### src/rtl/ulpi_lpm_pkg.sv
package ulpi_lpm_pkg;
  typedef enum logic [1:0] {RW_IDLE, RW_ACK, RW_DAT, RW_STP} rw_state_e;
  typedef enum logic [1:0] {SQ_RUN, SQ_TURN, SQ_LOW, SQ_WAKE} sq_state_e;
  localparam logic [1:0] CMD_REGW = 2'b10;
  typedef struct packed {
    logic [5:0] addr;
    logic [7:0] data;
  } reg_wr_t;
endpackage

### src/rtl/ulpi_reg_port.sv
module ulpi_reg_port
  import ulpi_lpm_pkg::*;
#(
  parameter int          IRQ_W     = 5,
  parameter logic [5:0]  CTRL_ADDR = 6'h04,
  parameter logic [5:0]  MASK_ADDR = 6'h0D,
  parameter int          SUSP_BIT  = 6,
  parameter logic [7:0]  CTRL_RST  = 8'h40
) (
  input  logic             clk_i,
  input  logic             rst_ni,
  input  logic             bus_busy_i,
  input  logic [7:0]       data_i,
  input  logic             stp_i,
  input  logic             wake_i,
  output logic             nxt_o,
  output logic             enter_o,
  output logic [7:0]       ctrl_o,
  output logic [IRQ_W-1:0] irq_mask_o
);
  rw_state_e        st_q;
  reg_wr_t          wr_q;
  logic [7:0]       ctrl_q;
  logic [IRQ_W-1:0] mask_q;
  logic             cmd_seen, commit;

  assign cmd_seen = (st_q == RW_IDLE) && !bus_busy_i && (data_i[7:6] == CMD_REGW);
  assign commit   = (st_q == RW_STP) && stp_i;
  assign nxt_o    = (st_q == RW_ACK) || (st_q == RW_DAT);
  assign enter_o  = commit && (wr_q.addr == CTRL_ADDR) && !wr_q.data[SUSP_BIT];
  assign ctrl_o     = ctrl_q;
  assign irq_mask_o = mask_q;

  always_ff @(posedge clk_i or negedge rst_ni) begin
    if (!rst_ni) begin
      st_q <= RW_IDLE;
      wr_q <= '0;
    end else begin
      unique case (st_q)
        RW_IDLE: if (cmd_seen) begin
          st_q    <= RW_ACK;
          wr_q.addr <= data_i[5:0];
        end
        RW_ACK:  st_q <= RW_DAT;
        RW_DAT: begin
          st_q      <= RW_STP;
          wr_q.data <= data_i;
        end
        RW_STP:  if (stp_i) st_q <= RW_IDLE;
        default: st_q <= RW_IDLE;
      endcase
    end
  end

  always_ff @(posedge clk_i or negedge rst_ni) begin
    if (!rst_ni) begin
      ctrl_q <= CTRL_RST;
      mask_q <= '0;
    end else begin
      if (commit && wr_q.addr == CTRL_ADDR) ctrl_q <= wr_q.data;
      if (commit && wr_q.addr == MASK_ADDR) mask_q <= wr_q.data[IRQ_W-1:0];
      if (wake_i) ctrl_q[SUSP_BIT] <= 1'b1;
    end
  end

  a_r2_cmd_gets_nxt: assert property (@(posedge clk_i) disable iff (!rst_ni)
    cmd_seen |=> nxt_o);
  a_r9_susp_restored: assert property (@(posedge clk_i) disable iff (!rst_ni)
    wake_i |=> ctrl_q[SUSP_BIT]);
  a_r2_commit_needs_stp: assert property (@(posedge clk_i) disable iff (!rst_ni)
    enter_o |-> stp_i);
endmodule

### src/rtl/ulpi_lpm_seq.sv
module ulpi_lpm_seq
  import ulpi_lpm_pkg::*;
#(
  parameter int MIN_EDGES  = 5,
  parameter int WAKE_EDGES = 2
) (
  input  logic clk_i,
  input  logic rst_ni,
  input  logic enter_i,
  input  logic stp_i,
  output logic dir_o,
  output logic clk_gate_n_o,
  output logic lp_o,
  output logic busy_o,
  output logic wake_o
);
  localparam int CNT_MAX = (MIN_EDGES > WAKE_EDGES) ? MIN_EDGES : WAKE_EDGES;
  localparam int CNT_W   = $clog2(CNT_MAX + 1);
  localparam logic [CNT_W-1:0] ENT_LAST  = CNT_W'(MIN_EDGES - 1);
  localparam logic [CNT_W-1:0] WAKE_LAST = CNT_W'(WAKE_EDGES - 1);

  sq_state_e        st_q;
  logic [CNT_W-1:0] cnt_q;

  assign busy_o = (st_q != SQ_RUN);
  assign wake_o = (st_q == SQ_LOW) && stp_i;

  always_ff @(posedge clk_i or negedge rst_ni) begin
    if (!rst_ni) begin
      st_q         <= SQ_RUN;
      cnt_q        <= '0;
      dir_o        <= 1'b0;
      clk_gate_n_o <= 1'b1;
      lp_o         <= 1'b0;
    end else begin
      unique case (st_q)
        SQ_RUN: if (enter_i) begin
          st_q  <= SQ_TURN;
          dir_o <= 1'b1;
          cnt_q <= '0;
        end
        SQ_TURN: begin
          if (cnt_q == ENT_LAST) begin
            st_q         <= SQ_LOW;
            clk_gate_n_o <= 1'b0;
            lp_o         <= 1'b1;
          end else begin
            cnt_q <= cnt_q + 1'b1;
          end
        end
        SQ_LOW: if (stp_i) begin
          st_q         <= SQ_WAKE;
          clk_gate_n_o <= 1'b1;
          lp_o         <= 1'b0;
          cnt_q        <= '0;
        end
        SQ_WAKE: begin
          if (cnt_q == WAKE_LAST) begin
            st_q  <= SQ_RUN;
            dir_o <= 1'b0;
          end else begin
            cnt_q <= cnt_q + 1'b1;
          end
        end
        default: st_q <= SQ_RUN;
      endcase
    end
  end

  a_r5_lp_needs_gate: assert property (@(posedge clk_i) disable iff (!rst_ni)
    lp_o |-> !clk_gate_n_o && dir_o);
  a_r9_clock_before_release: assert property (@(posedge clk_i) disable iff (!rst_ni)
    $fell(dir_o) |-> clk_gate_n_o && $past(clk_gate_n_o));
  a_r9_wake_restarts_clock: assert property (@(posedge clk_i) disable iff (!rst_ni)
    wake_o |=> clk_gate_n_o && !lp_o);
endmodule

### src/rtl/ulpi_lp_map.sv
module ulpi_lp_map #(
  parameter int IRQ_W = 5
) (
  input  logic             lp_i,
  input  logic [1:0]       ls_i,
  input  logic [IRQ_W-1:0] irq_src_i,
  input  logic [IRQ_W-1:0] irq_mask_i,
  output logic [7:0]       data_o
);
  logic irq;

  assign irq    = |(irq_src_i & irq_mask_i);
  // no register: line state reaches the pins while the clock is stopped
  assign data_o = lp_i ? {4'b0000, irq, 1'b0, ls_i} : 8'h00;
endmodule

### src/rtl/ulpi_lpm_ctrl.sv
module ulpi_lpm_ctrl #(
  parameter int         IRQ_W      = 5,
  parameter int         MIN_EDGES  = 5,
  parameter int         WAKE_EDGES = 2,
  parameter logic [5:0] CTRL_ADDR  = 6'h04,
  parameter logic [5:0] MASK_ADDR  = 6'h0D,
  parameter int         SUSP_BIT   = 6
) (
  input  logic             clk_i,
  input  logic             rst_ni,
  input  logic [7:0]       data_i,
  input  logic             stp_i,
  input  logic [1:0]       ls_i,
  input  logic [IRQ_W-1:0] irq_src_i,
  output logic [7:0]       data_o,
  output logic             data_oe_o,
  output logic             dir_o,
  output logic             nxt_o,
  output logic             clk_gate_n_o,
  output logic             lp_o
);
  localparam logic [7:0] CTRL_RST = 8'(1) << SUSP_BIT;
  localparam int         DC_W     = $clog2(MIN_EDGES + 1);

  logic             busy, wake, enter;
  logic [7:0]       ctrl;
  logic [IRQ_W-1:0] mask;

  ulpi_reg_port #(
    .IRQ_W(IRQ_W), .CTRL_ADDR(CTRL_ADDR), .MASK_ADDR(MASK_ADDR),
    .SUSP_BIT(SUSP_BIT), .CTRL_RST(CTRL_RST)
  ) u_regs (
    .clk_i(clk_i), .rst_ni(rst_ni), .bus_busy_i(busy), .data_i(data_i),
    .stp_i(stp_i), .wake_i(wake), .nxt_o(nxt_o), .enter_o(enter),
    .ctrl_o(ctrl), .irq_mask_o(mask)
  );

  ulpi_lpm_seq #(.MIN_EDGES(MIN_EDGES), .WAKE_EDGES(WAKE_EDGES)) u_seq (
    .clk_i(clk_i), .rst_ni(rst_ni), .enter_i(enter), .stp_i(stp_i),
    .dir_o(dir_o), .clk_gate_n_o(clk_gate_n_o), .lp_o(lp_o),
    .busy_o(busy), .wake_o(wake)
  );

  ulpi_lp_map #(.IRQ_W(IRQ_W)) u_map (
    .lp_i(lp_o), .ls_i(ls_i), .irq_src_i(irq_src_i), .irq_mask_i(mask),
    .data_o(data_o)
  );

  assign data_oe_o = dir_o;

  // checker: edges seen with DIR high, saturating
  logic [DC_W-1:0] dir_cnt_q;
  always_ff @(posedge clk_i or negedge rst_ni) begin
    if (!rst_ni)                            dir_cnt_q <= '0;
    else if (!dir_o)                        dir_cnt_q <= '0;
    else if (dir_cnt_q != DC_W'(MIN_EDGES)) dir_cnt_q <= dir_cnt_q + 1'b1;
  end

  a_r4_min_edges: assert property (@(posedge clk_i) disable iff (!rst_ni)
    $fell(clk_gate_n_o) |-> dir_cnt_q >= DC_W'(MIN_EDGES));
  a_r3_dir_after_stp: assert property (@(posedge clk_i) disable iff (!rst_ni)
    $rose(dir_o) |-> $past(stp_i));
  a_r2_nxt_link_owned: assert property (@(posedge clk_i) disable iff (!rst_ni)
    nxt_o |-> !dir_o);
  a_r6_lp_pins: assert property (@(posedge clk_i) disable iff (!rst_ni)
    lp_o |-> data_o[1:0] == ls_i && !data_o[2] && data_o[7:4] == 4'h0 && data_oe_o);
  a_r7_no_src_no_irq: assert property (@(posedge clk_i) disable iff (!rst_ni)
    (lp_o && irq_src_i == '0) |-> !data_o[3]);
  a_r8_turn_quiet: assert property (@(posedge clk_i) disable iff (!rst_ni)
    (dir_o && !lp_o) |-> data_o == 8'h00);
  a_r1_ctrl_valid: assert property (@(posedge clk_i) disable iff (!rst_ni)
    !dir_o |-> clk_gate_n_o && !lp_o);
endmodule

### config.mk
export PLATFORM = sky130hd
export DESIGN_NAME = ulpi_lpm_ctrl
export DESIGN_NICKNAME = d
export VERILOG_FILES = /design/src/rtl/ulpi_lpm_pkg.sv /design/src/rtl/ulpi_reg_port.sv /design/src/rtl/ulpi_lpm_seq.sv /design/src/rtl/ulpi_lp_map.sv /design/src/rtl/ulpi_lpm_ctrl.sv
export SDC_FILE = /design/constraint.sdc
export NUM_CORES = 1
export LEC_CHECK = 0
export ABC_AREA = 1
export BUFFER_PORTS_ARGS = -buffer_cell sky130_fd_sc_hd__buf_2
export CELL_PAD_IN_SITES_DETAIL_PLACEMENT = 0
export CELL_PAD_IN_SITES_GLOBAL_PLACEMENT = 1
export CORE_MARGIN = 2
export CORE_UTILIZATION = 40
export DETAILED_ROUTE_END_ITERATION = 6
export GPL_TIMING_DRIVEN = 0
export HOLD_SLACK_MARGIN = 0.08
export PLACE_DENSITY = 0.88
export SKIP_CTS_REPAIR_TIMING = 1
export SYNTH_ARGS = -nofsm -noshare
export SYNTH_HDL_FRONTEND = slang
export SYNTH_SLANG_ARGS = --single-unit
### constraint.sdc
create_clock -name clk_i -period 1.6 [get_ports clk_i]
set_input_delay 0.24 -clock clk_i [delete_from_list [all_inputs] [get_ports clk_i]]
set_output_delay 0.24 -clock clk_i [all_outputs]
set_load 0.005 [all_outputs]
==> results of run 1 <==
[Yosys cell counts, drive strengths merged]
library cell,count
mux2,1
or2,3
conb,1
dfstp,1
clkbuf,2
nand3,3
inv,30
dfrtp,26
nor4,1
nor2,15
ha,12
and3,1
a21oi,7
xnor2,1
a31oi,1
nand4,6
buf,7
o21ai,19
nand2,45
[through the flow]
stage / cells / instance area (µm²) / total power, mW
floorplan: 186 / 1530 / 2.21
global placement: 259 / 1720 / 2.54
detailed placement: 259 / 1720 / 2.59
CTS: 263 / 1760 / 2.97
global route: 265 / 1790 / 3.27
finish: 265 / 1790 / 2.97
[layout make-up]
type	instances	share of cell area (%)
clock buffers	4	2.52
plain buffers	9	3.57
multi-input cells	120	38.3
flip-flops and latches	27	37.9
inverters	30	6.31
repair buffers	27	7.99
well taps	48	3.36
[cell families after synthesis]
kind of cell,share of synthesized area (%)
and+or+nand+nor,22.8
other,0.247
DFF,44.6
xor gates and xnor gates,0.577
AOI/OAI and AO/OA,9.48
adders and majority gates,9.89
muxes,0.742
buffers and inverters,11.6
[cells in the final DEF, fill, tap and decap left out, types with 2 or more instances in the layout]
master / synthesis / final
a21oi_1: 6 / 6
buf_2: 0 / 25
buf_4: 6 / 7
clkbuf_1: 2 / 3
clkbuf_8: 0 / 3
conb_1: 1 / 5
dfrtp_1: 26 / 26
ha_1: 12 / 10
ha_2: 0 / 2
inv_1: 28 / 28
inv_2: 2 / 2
nand2_1: 43 / 43
nand3_2: 2 / 2
nand4_1: 6 / 6
nor2_1: 15 / 15
o21ai_0: 15 / 14
o21ai_1: 3 / 4
[report_power, final]
| part | internal (mW) | total [mW] | switching [mW] |
|---|---|---|---|
| combinational | 0.604 | 1.42 | 0.812 |
| clock | 0.178 | 0.370 | 0.192 |
| sequential | 0.983 | 1.18 | 0.199 |
[flip-flops by register name, indices dropped and copies added (netlist names)]
register	flops
u_regs.st_q	2
u_seq.clk_gate_n_o	1
u_seq.dir_o	1
u_seq.cnt_q	3
u_seq.lp_o	1
u_regs.irq_mask_o	5
u_regs.wr_q	12
u_seq.st_q	2
[routing by layer]
| metal | vias to the layer above | track usage, % | part of all wire [%] |
|---|---|---|---|
| met4 | 0 | 3.91 | 1.1 |
| met2 | 30 | 21.6 | 43 |
| met3 | 2 | 3.08 | 4.5 |
| met5 | - | 0 | 0 |
| li1 | 626 | - | - |
| met1 | 487 | 17.4 | 52 |
[worst max path at each step]
stage / startpoint / end / slack (ns) / depth (start not counted)
floorplan: u_seq.st_q[0]$_DFFE_PN0P_ / u_seq.st_q[0]$_DFFE_PN0P_ / 0.18 / 9
global placement: u_seq.st_q[0]$_DFFE_PN0P_ / u_seq.st_q[1]$_DFFE_PN0P_ / 0.06 / 9
detailed placement: u_seq.st_q[0]$_DFFE_PN0P_ / u_seq.st_q[0]$_DFFE_PN0P_ / 0.05 / 9
CTS: u_seq.st_q[0]$_DFFE_PN0P_ / u_seq.st_q[1]$_DFFE_PN0P_ / 0.03 / 9
global route: u_seq.st_q[0]$_DFFE_PN0P_ / u_seq.st_q[1]$_DFFE_PN0P_ / 0.005 / 10
finish: u_seq.st_q[0]$_DFFE_PN0P_ / u_seq.st_q[0]$_DFFE_PN0P_ / 0.08 / 9
==> run summary, run 1 <==
WHS - 0.204 ns
share of layout cells above drive strength 1 - 23.5%
worst skew pair latency - 0.26 ns
DR iter-0 viols - 59
Yosys top cell area share - 42.9%
element type at the critical path start - flop
synth top area cells - dfrtp_1, nand2_1, ha_1, inv_1, o21ai_0
hold crit path type - in2reg
Die ar. - 4300 µm²
# diodes - 0
final wirelength - 2640 µm
Final nets - 248
Final Cycle Share - 95.3%
Reg clk slew, reported paths - 0.09 ns
Hold Path Depth - 2
Remaining Overflow, GRT - 0
Worst EP required - 1.76 ns
# H-tree levels - 1
fin. max-slew vios - 0
R2R cell count - 9
status - finished, final reports clean
Layout Area Growth over Synthesis - 17.6%
sequential cell area - 677 µm²
Final setup viols - 0
Max stage delay on crit path - 0.41 ns
Syn Inst Count - 182
FMAX - 656 MHz
RSZ-0062 raised after global routing - no
FILL cells - 371
number of port buffers - 25
setup TNS - 0 ns
reg2reg setup slack - 0.08 ns
chip height - 65.6 µm
crit path time final - 1.52 ns
register area share after synthesis - 44.6%
Hold Path End - u_regs.wr_q[13]$_DFFE_PN0P_
CP Class - reg2reg
Arr. time, crit path - 1.68 ns
crit-path leading delay family - simple AND/OR/NAND/NOR gates
Bufs on Longest Clock Path - 2
Detail Route Antenna Nets - 0
initial antenna violation count - 0
setup ws final - 0.0757 ns
clk_skew - 0.00422 ns
gr usage total - 13.2%
Slowest-stage cell, CP - dfrtp_1
VDD IR-drop max - 0.000785 V
Post-Syn Area - 1520 µm²
Die Wd - 65.6 µm
core area - 3660 µm²
routability cong. - 0.785
CTS Sinks - 27
multi-input logic area - 684 µm²
final hold vios - 0
Crit. End Element - flop
pin count of the biggest net entering global routing - 28
total vias in the final route - 1145
vias per inst - 4.32
synth warn - 0
Synth Register Bits - 27
dpl hpwl - 2010 µm
cell taking the most area after synthesis - dfrtp_1
Initial Util - 41.5%
post-synthesis cell type count - 29
crit path max fanout - 6
CTS tree - done
PwrDens - 1660 nW/µm²
DRT Pass-1 Iters - 4
Max-Cap Viols - 0
row count - 22
Placement Setup Slack - 0.0471 ns
crit-path cells - inv_1 > ha_2 > inv_2 > or2_1 > buf_6 > nand2_1 > inv_2 > nand4_1 > nand2_1
beginning of the worst hold path - data_i[5]
first-pass GRT wire length - 4400 µm
vias in the first global route - 1033
clk root buf - clkbuf_8
worst-case headroom to the max-slew limit - 60.7%
Ports - 31
drt drc - 0
static leakage - 0.967 nW
routed wire length per instance - 9.95 µm
TritonCTS buffer count - 3
syn avg cell area - 8.34 µm²
Reg2Reg Launch Point - u_seq.st_q[0]$_DFFE_PN0P_
CP bufs+invs - 4
RR Endpoint - u_seq.st_q[0]$_DFFE_PN0P_
Worst-Margin Slew - 0.590 ns
fin util - 48.8%
(Power assumes the default switching activity.)
==> run 2: changes to the inputs <==
- CELL_PAD_IN_SITES_DETAIL_PLACEMENT: 0 -> default
- CELL_PAD_IN_SITES_GLOBAL_PLACEMENT: 1 -> default
- CORE_UTILIZATION: 40 -> 54
==> run 2 against run 1 <==
  * Wire length grew 1.9%
  * Via count grew 4.6%
  * Worst setup slack gained 0.025 ns
  * Clock power shrank 15%
  * Global-route usage grew 3.9 points
  * Maximum frequency grew 1.7%
  * Critical path depth shrank 6
  * Clock-buffer cell count shrank 1
==> run summary, run 2 (synthesis gave the netlist of run 1 again) <==
Slowest-stage cell, CP - dfrtp_1
FILL cells - 238
dpl hpwl - 2000 µm
final hold vios - 0
VDD IR-drop max - 0.00114 V
routed wire length per instance - 10.8 µm
Die ar. - 3250 µm²
crit-path cells - inv_1 > ha_1 > buf_2
R2R cell count - 9
PwrDens - 1670 nW/µm²
pin count of the biggest net entering global routing - 28
chip height - 57.0 µm
Reg clk slew, reported paths - 0.16 ns
clk root buf - clkbuf_4
Final setup viols - 0
most common cell after layout, fill and taps aside - nand2_1
Layout Area Growth over Synthesis - 16.2%
row count - 19
worst-case headroom to the max-slew limit - 60.4%
vias per inst - 4.83
drt drc - 0
FMAX - 667 MHz
setup ws final - 0.101 ns
core area - 2710 µm²
Remaining Overflow, GRT - 0
Ports - 31
Placement Setup Slack - 0.0359 ns
Psw - 1.25 mW
Initial Util - 56.0%
fin. max-slew vios - 0
Arr. time, crit path - 1.26 ns
setup TNS - 0 ns
routability cong. - 0.798
Hold Path Depth - 2
P_int - 1.70 mW
Max-Cap Viols - 0
Comb pwr share - 48.7%
total vias in the final route - 1198
Worst-Margin Slew - 0.594 ns
multi-input logic area - 694 µm²
CP bufs+invs - 2
DRT Pass-1 Iters - 4
WHS - 0.123 ns
vias in the first global route - 1077
CTS Sinks - 27
crit-path leading delay family - flip-flops
design area - 1760 µm²
RSZ-0062 raised after global routing - no
share of layout cells above drive strength 1 - 25.3%
crit path time final - 1.50 ns
most flop-heavy register - u_regs.wr_q
Net Sw Frac - 42.3%
# diodes - 0
initial antenna violation count - 0
hold crit path type - in2reg
final wirelength - 2690 µm
Final Cycle Share - 93.7%
gr usage total - 17.1%
clk_skew - 0.00729 ns
number of port buffers - 25
Stages on worst setup path - 3
Max stage delay on crit path - 0.41 ns
Worst EP required - 1.36 ns
element type at the critical path start - flop
sequential cell area - 678 µm²
most frequent cells in the layout - nand2_1, inv_1, buf_2, dfrtp_1, nor2_1
Largest register FFs - 12
worst skew pair latency - 0.33 ns
TritonCTS buffer count - 3
Post-DP Area - 1700 µm²
Reg power frac - 40.6%
static leakage - 0.964 nW
CP Class - reg2out
Clk network pwr share - 10.7%
dpl cells - 242
status - finished, final reports clean
first-pass GRT wire length - 4350 µm
crit path max fanout - 3
Die Wd - 57.0 µm
Final nets - 248
Final Non-Filler Cells - 248
Crit. End Element - output pin
CTS tree - done
Detail Route Antenna Nets - 0
DR iter-0 viols - 24
# H-tree levels - 1
Bufs on Longest Clock Path - 2
run 2: worst reg2reg max path, delay by kind of cell, from the launching register on:
kind	cells	cell delay (ns)
flip-flops	1	0.46
buffers and inverters	3	0.30
adder cells (fa/ha/maj)	1	0.17
AND/OR/NAND/NOR	2	0.29
AO/OA/AOI/OAI	3	0.17
run 2: layout make-up:
type	count	area share [%]
buffer	9	3.69
clock inverter	1	0.497
timing repair buffer	27	8.09
multi-input combinational	120	39.4
inverter	30	6.39
tap	31	2.20
sequential	27	38.5
clock buffer	3	1.28
run 2: metrics by stage:
| step | power (mW) | utilization [%] |
|---|---|---|
| 6_report | 2.95 | 65.1 |
| 5_1_grt | 3.25 | 65.1 |
| 4_1_cts | 2.91 | 63.8 |
| 3_5_place_dp | 2.58 | 62.6 |
| 3_3_place_gp | 2.51 | 62.6 |
| 2_1_floorplan | 2.21 | - |
run 2: power groups by stage:
stage          clock, mW  combinational (mW)  sequential, mW
2_1_floorplan          0                1.06            1.15
3_3_place_gp           0                1.33            1.18
3_5_place_dp           0                1.38            1.20
4_1_cts            0.332                1.39            1.19
5_1_grt            0.356                1.65            1.24
6_report           0.315                1.44            1.20
run 2: path summary, 6_finish.rpt:
path                                                 from                             end  slack, ns
max                            u_regs.st_q[0]$_DFFE_PN0P_                           nxt_o       0.10
min                                             data_i[5]     u_regs.wr_q[13]$_DFFE_PN0P_       0.12
max reg2reg                     u_seq.st_q[0]$_DFFE_PN0P_          u_seq.lp_o$_DFFE_PN0P_       0.11
min reg2reg                u_seq.clk_gate_n_o$_DFFE_PN1P_  u_seq.clk_gate_n_o$_DFFE_PN1P_       0.48
max in group asynchronous                          rst_ni       u_seq.st_q[1]$_DFFE_PN0P_       0.74
min in group asynchronous                          rst_ni     u_regs.wr_q[11]$_DFFE_PN0P_       0.45
run 2: layer usage:
metal	GRT usage, %	wire (µm)
met4	6.98	19
met3	1.36	123
met5	0	0
met1	22.1	1230
met2	29.7	1320
==> run 3: changes to the inputs <==
--- a/config.mk
+++ b/config.mk
@@ -10,3 +10,3 @@
 export CORE_MARGIN = 2
-export CORE_UTILIZATION = 54
+export CORE_UTILIZATION = 34
 export DETAILED_ROUTE_END_ITERATION = 6
@@ -14,3 +14,3 @@
 export HOLD_SLACK_MARGIN = 0.08
-export PLACE_DENSITY = 0.88
+export PLACE_DENSITY = 0.63
 export SKIP_CTS_REPAIR_TIMING = 1
--- a/constraint.sdc
+++ b/constraint.sdc
@@ -3,2 +3,2 @@
 set_output_delay 0.24 -clock clk_i [all_outputs]
-set_load 0.005 [all_outputs]
+set_load 0.02 [all_outputs]
==> run 3 against run 2 <==
  * Register-to-register slack got worse by 0.05 ns
  * Die area rose by 54%
  * Worst hold slack improved by 0.076 ns
  * Largest power group unchanged
  * Highest routed layer unchanged
==> run summary, run 3 (synthesis gave the netlist of run 1 again) <==
share of layout cells above drive strength 1 - 24.8%
Reg clk slew, reported paths - 0.09 ns
Reg2Reg Launch Point - u_seq.st_q[0]$_DFFE_PN0P_
# H-tree levels - 1
final wirelength - 2580 µm
first-pass GRT wire length - 4530 µm
FMAX - 651 MHz
element type at the critical path start - flop
Stages on worst setup path - 9
Bufs on Longest Clock Path - 2
Post-DP Area - 1720 µm²
status - finished, final reports clean
clk root buf - clkbuf_8
worst skew pair latency - 0.27 ns
beginning of the worst hold path - data_i[6]
Hold Path Depth - 3
Ports - 31
crit path max fanout - 6
static leakage - 0.978 nW
Worst-Margin Slew - 0.595 ns
CP Class - reg2reg
most flop-heavy register - u_regs.wr_q
Max stage delay on crit path - 0.42 ns
design area - 1800 µm²
CTS Sinks - 27
gr usage total - 11.0%
Remaining Overflow, GRT - 0
initial antenna violation count - 0
core area - 4320 µm²
Final Cycle Share - 96.0%
Slowest-stage cell, CP - dfrtp_1
Layout Area Growth over Synthesis - 18.8%
CP startpoint - u_seq.st_q[0]$_DFFE_PN0P_
met2 WL post-DR - 1090 µm
Net Sw Frac - 42.4%
number of port buffers - 25
routed wire length per instance - 9.55 µm
Arr. time, crit path - 1.70 ns
CP bufs+invs - 4
most frequent cells in the layout - nand2_1, inv_1, dfrtp_1
final hold vios - 0
Clk network pwr share - 12.1%
DRT Pass-1 Iters - 4
Reg power frac - 37.7%
chip height - 70.8 µm
Die Wd - 70.8 µm
Final nets - 249
PwrDens - 1730 nW/µm²
VDD IR-drop max - 0.000784 V
vias in the first global route - 1057
Psw - 1.32 mW
drt drc - 0
most common cell after layout, fill and taps aside - nand2_1
WHS - 0.199 ns
dpl hpwl - 2030 µm
Max-Cap Viols - 0
fin. max-slew vios - 0
pin count of the biggest net entering global routing - 28
CTS tree - done
crit-path cells - inv_1 > ha_2 > inv_2 > or2_1 > buf_6 > nand2_1 > inv_2 > nand4_1 > nand2_1
Final setup viols - 0
Initial Util - 35.1%
Die ar. - 5010 µm²
P_int - 1.79 mW
crit-path leading delay family - simple AND/OR/NAND/NOR gates
crit path time final - 1.54 ns
Detail Route Antenna Nets - 0
worst-case headroom to the max-slew limit - 60.3%
uppermost layer routed - met4
Worst EP required - 1.76 ns
DR iter-0 viols - 53
Comb pwr share - 50.2%
final total power - 3.12 mW
# diodes - 0
Crit. End Element - flop
met3 wire len - 117 µm
TritonCTS buffer count - 3
setup TNS - 0 ns
Largest register FFs - 12
clk_skew - 0.00453 ns
met1 WL - 1350 µm
row count - 24
vias per inst - 4.17
hold crit path type - in2reg
R2R cell count - 9
routability cong. - 0.797
total vias in the final route - 1127
==> run 3: cell count changes in the layout (fill, tap and decap cells not counted), sizes merged <==
| cell | change |
|---|---|
| inv | -1 |
| buf | +2 |
==> run 3: layout make-up <==
| type | instances | area [µm²] |
|---|---|---|
| clock buffer | 4 | 45.0 |
| fill | 452 | 2520 |
| buffer | 8 | 61.3 |
| multi-input combinational | 120 | 684 |
| inverter | 30 | 113 |
| tap | 52 | 65.1 |
| timing repair buffer | 29 | 158 |
| sequential | 27 | 677 |
==> run 3: metal layers <==
layer	up-vias	track usage (%)
met3	2	2.56
met2	23	17.0
li1	631	-
met5	-	0
met4	0	2.52
met1	471	15.9
==> run 3: per-stage QoR <==
stage / util, % / std cells / worst slack [ns]
final: 41.7 / 270 / 0.0635
after global routing: 41.7 / 270 / -0.0135
after CTS: 40.9 / 267 / 0.0263
after detailed placement: 39.8 / 263 / 0.0566
after global placement: 39.8 / 263 / 0.0738
after floorplan: - / 186 / 0.181
==> run 3: worst register-to-register path, delay by kind of cell, from the launching register on <==
| kind | cells | cell delay [ns] |
|---|---|---|
| fa+ha+maj | 1 | 0.23 |
| buf+inv | 4 | 0.35 |
| flops | 1 | 0.42 |
| simple gates | 4 | 0.43 |
==> run 3: worst paths after layout <==
kind / to / slack [ns]
min reg2reg: u_seq.clk_gate_n_o$_DFFE_PN1P_ / 0.48
max reg2reg: u_seq.st_q[1]$_DFFE_PN0P_ / 0.06
min: u_regs.wr_q[6]$_DFFE_PN0P_ / 0.20
min in group asynchronous: u_regs.wr_q[2]$_DFFE_PN0P_ / 0.51
max: u_seq.st_q[1]$_DFFE_PN0P_ / 0.06
max in group asynchronous: u_seq.st_q[1]$_DFFE_PN0P_ / 0.70
==> run 3: power groups by stage <==
stage          combinational, mW  sequential, mW  clock, mW
2_1_floorplan               1.15            1.19          0
3_3_place_gp                1.48            1.19          0
3_5_place_dp                1.52            1.19          0
4_1_cts                     1.52            1.18      0.395
5_1_grt                     1.81            1.23      0.417
6_report                    1.56            1.18      0.378
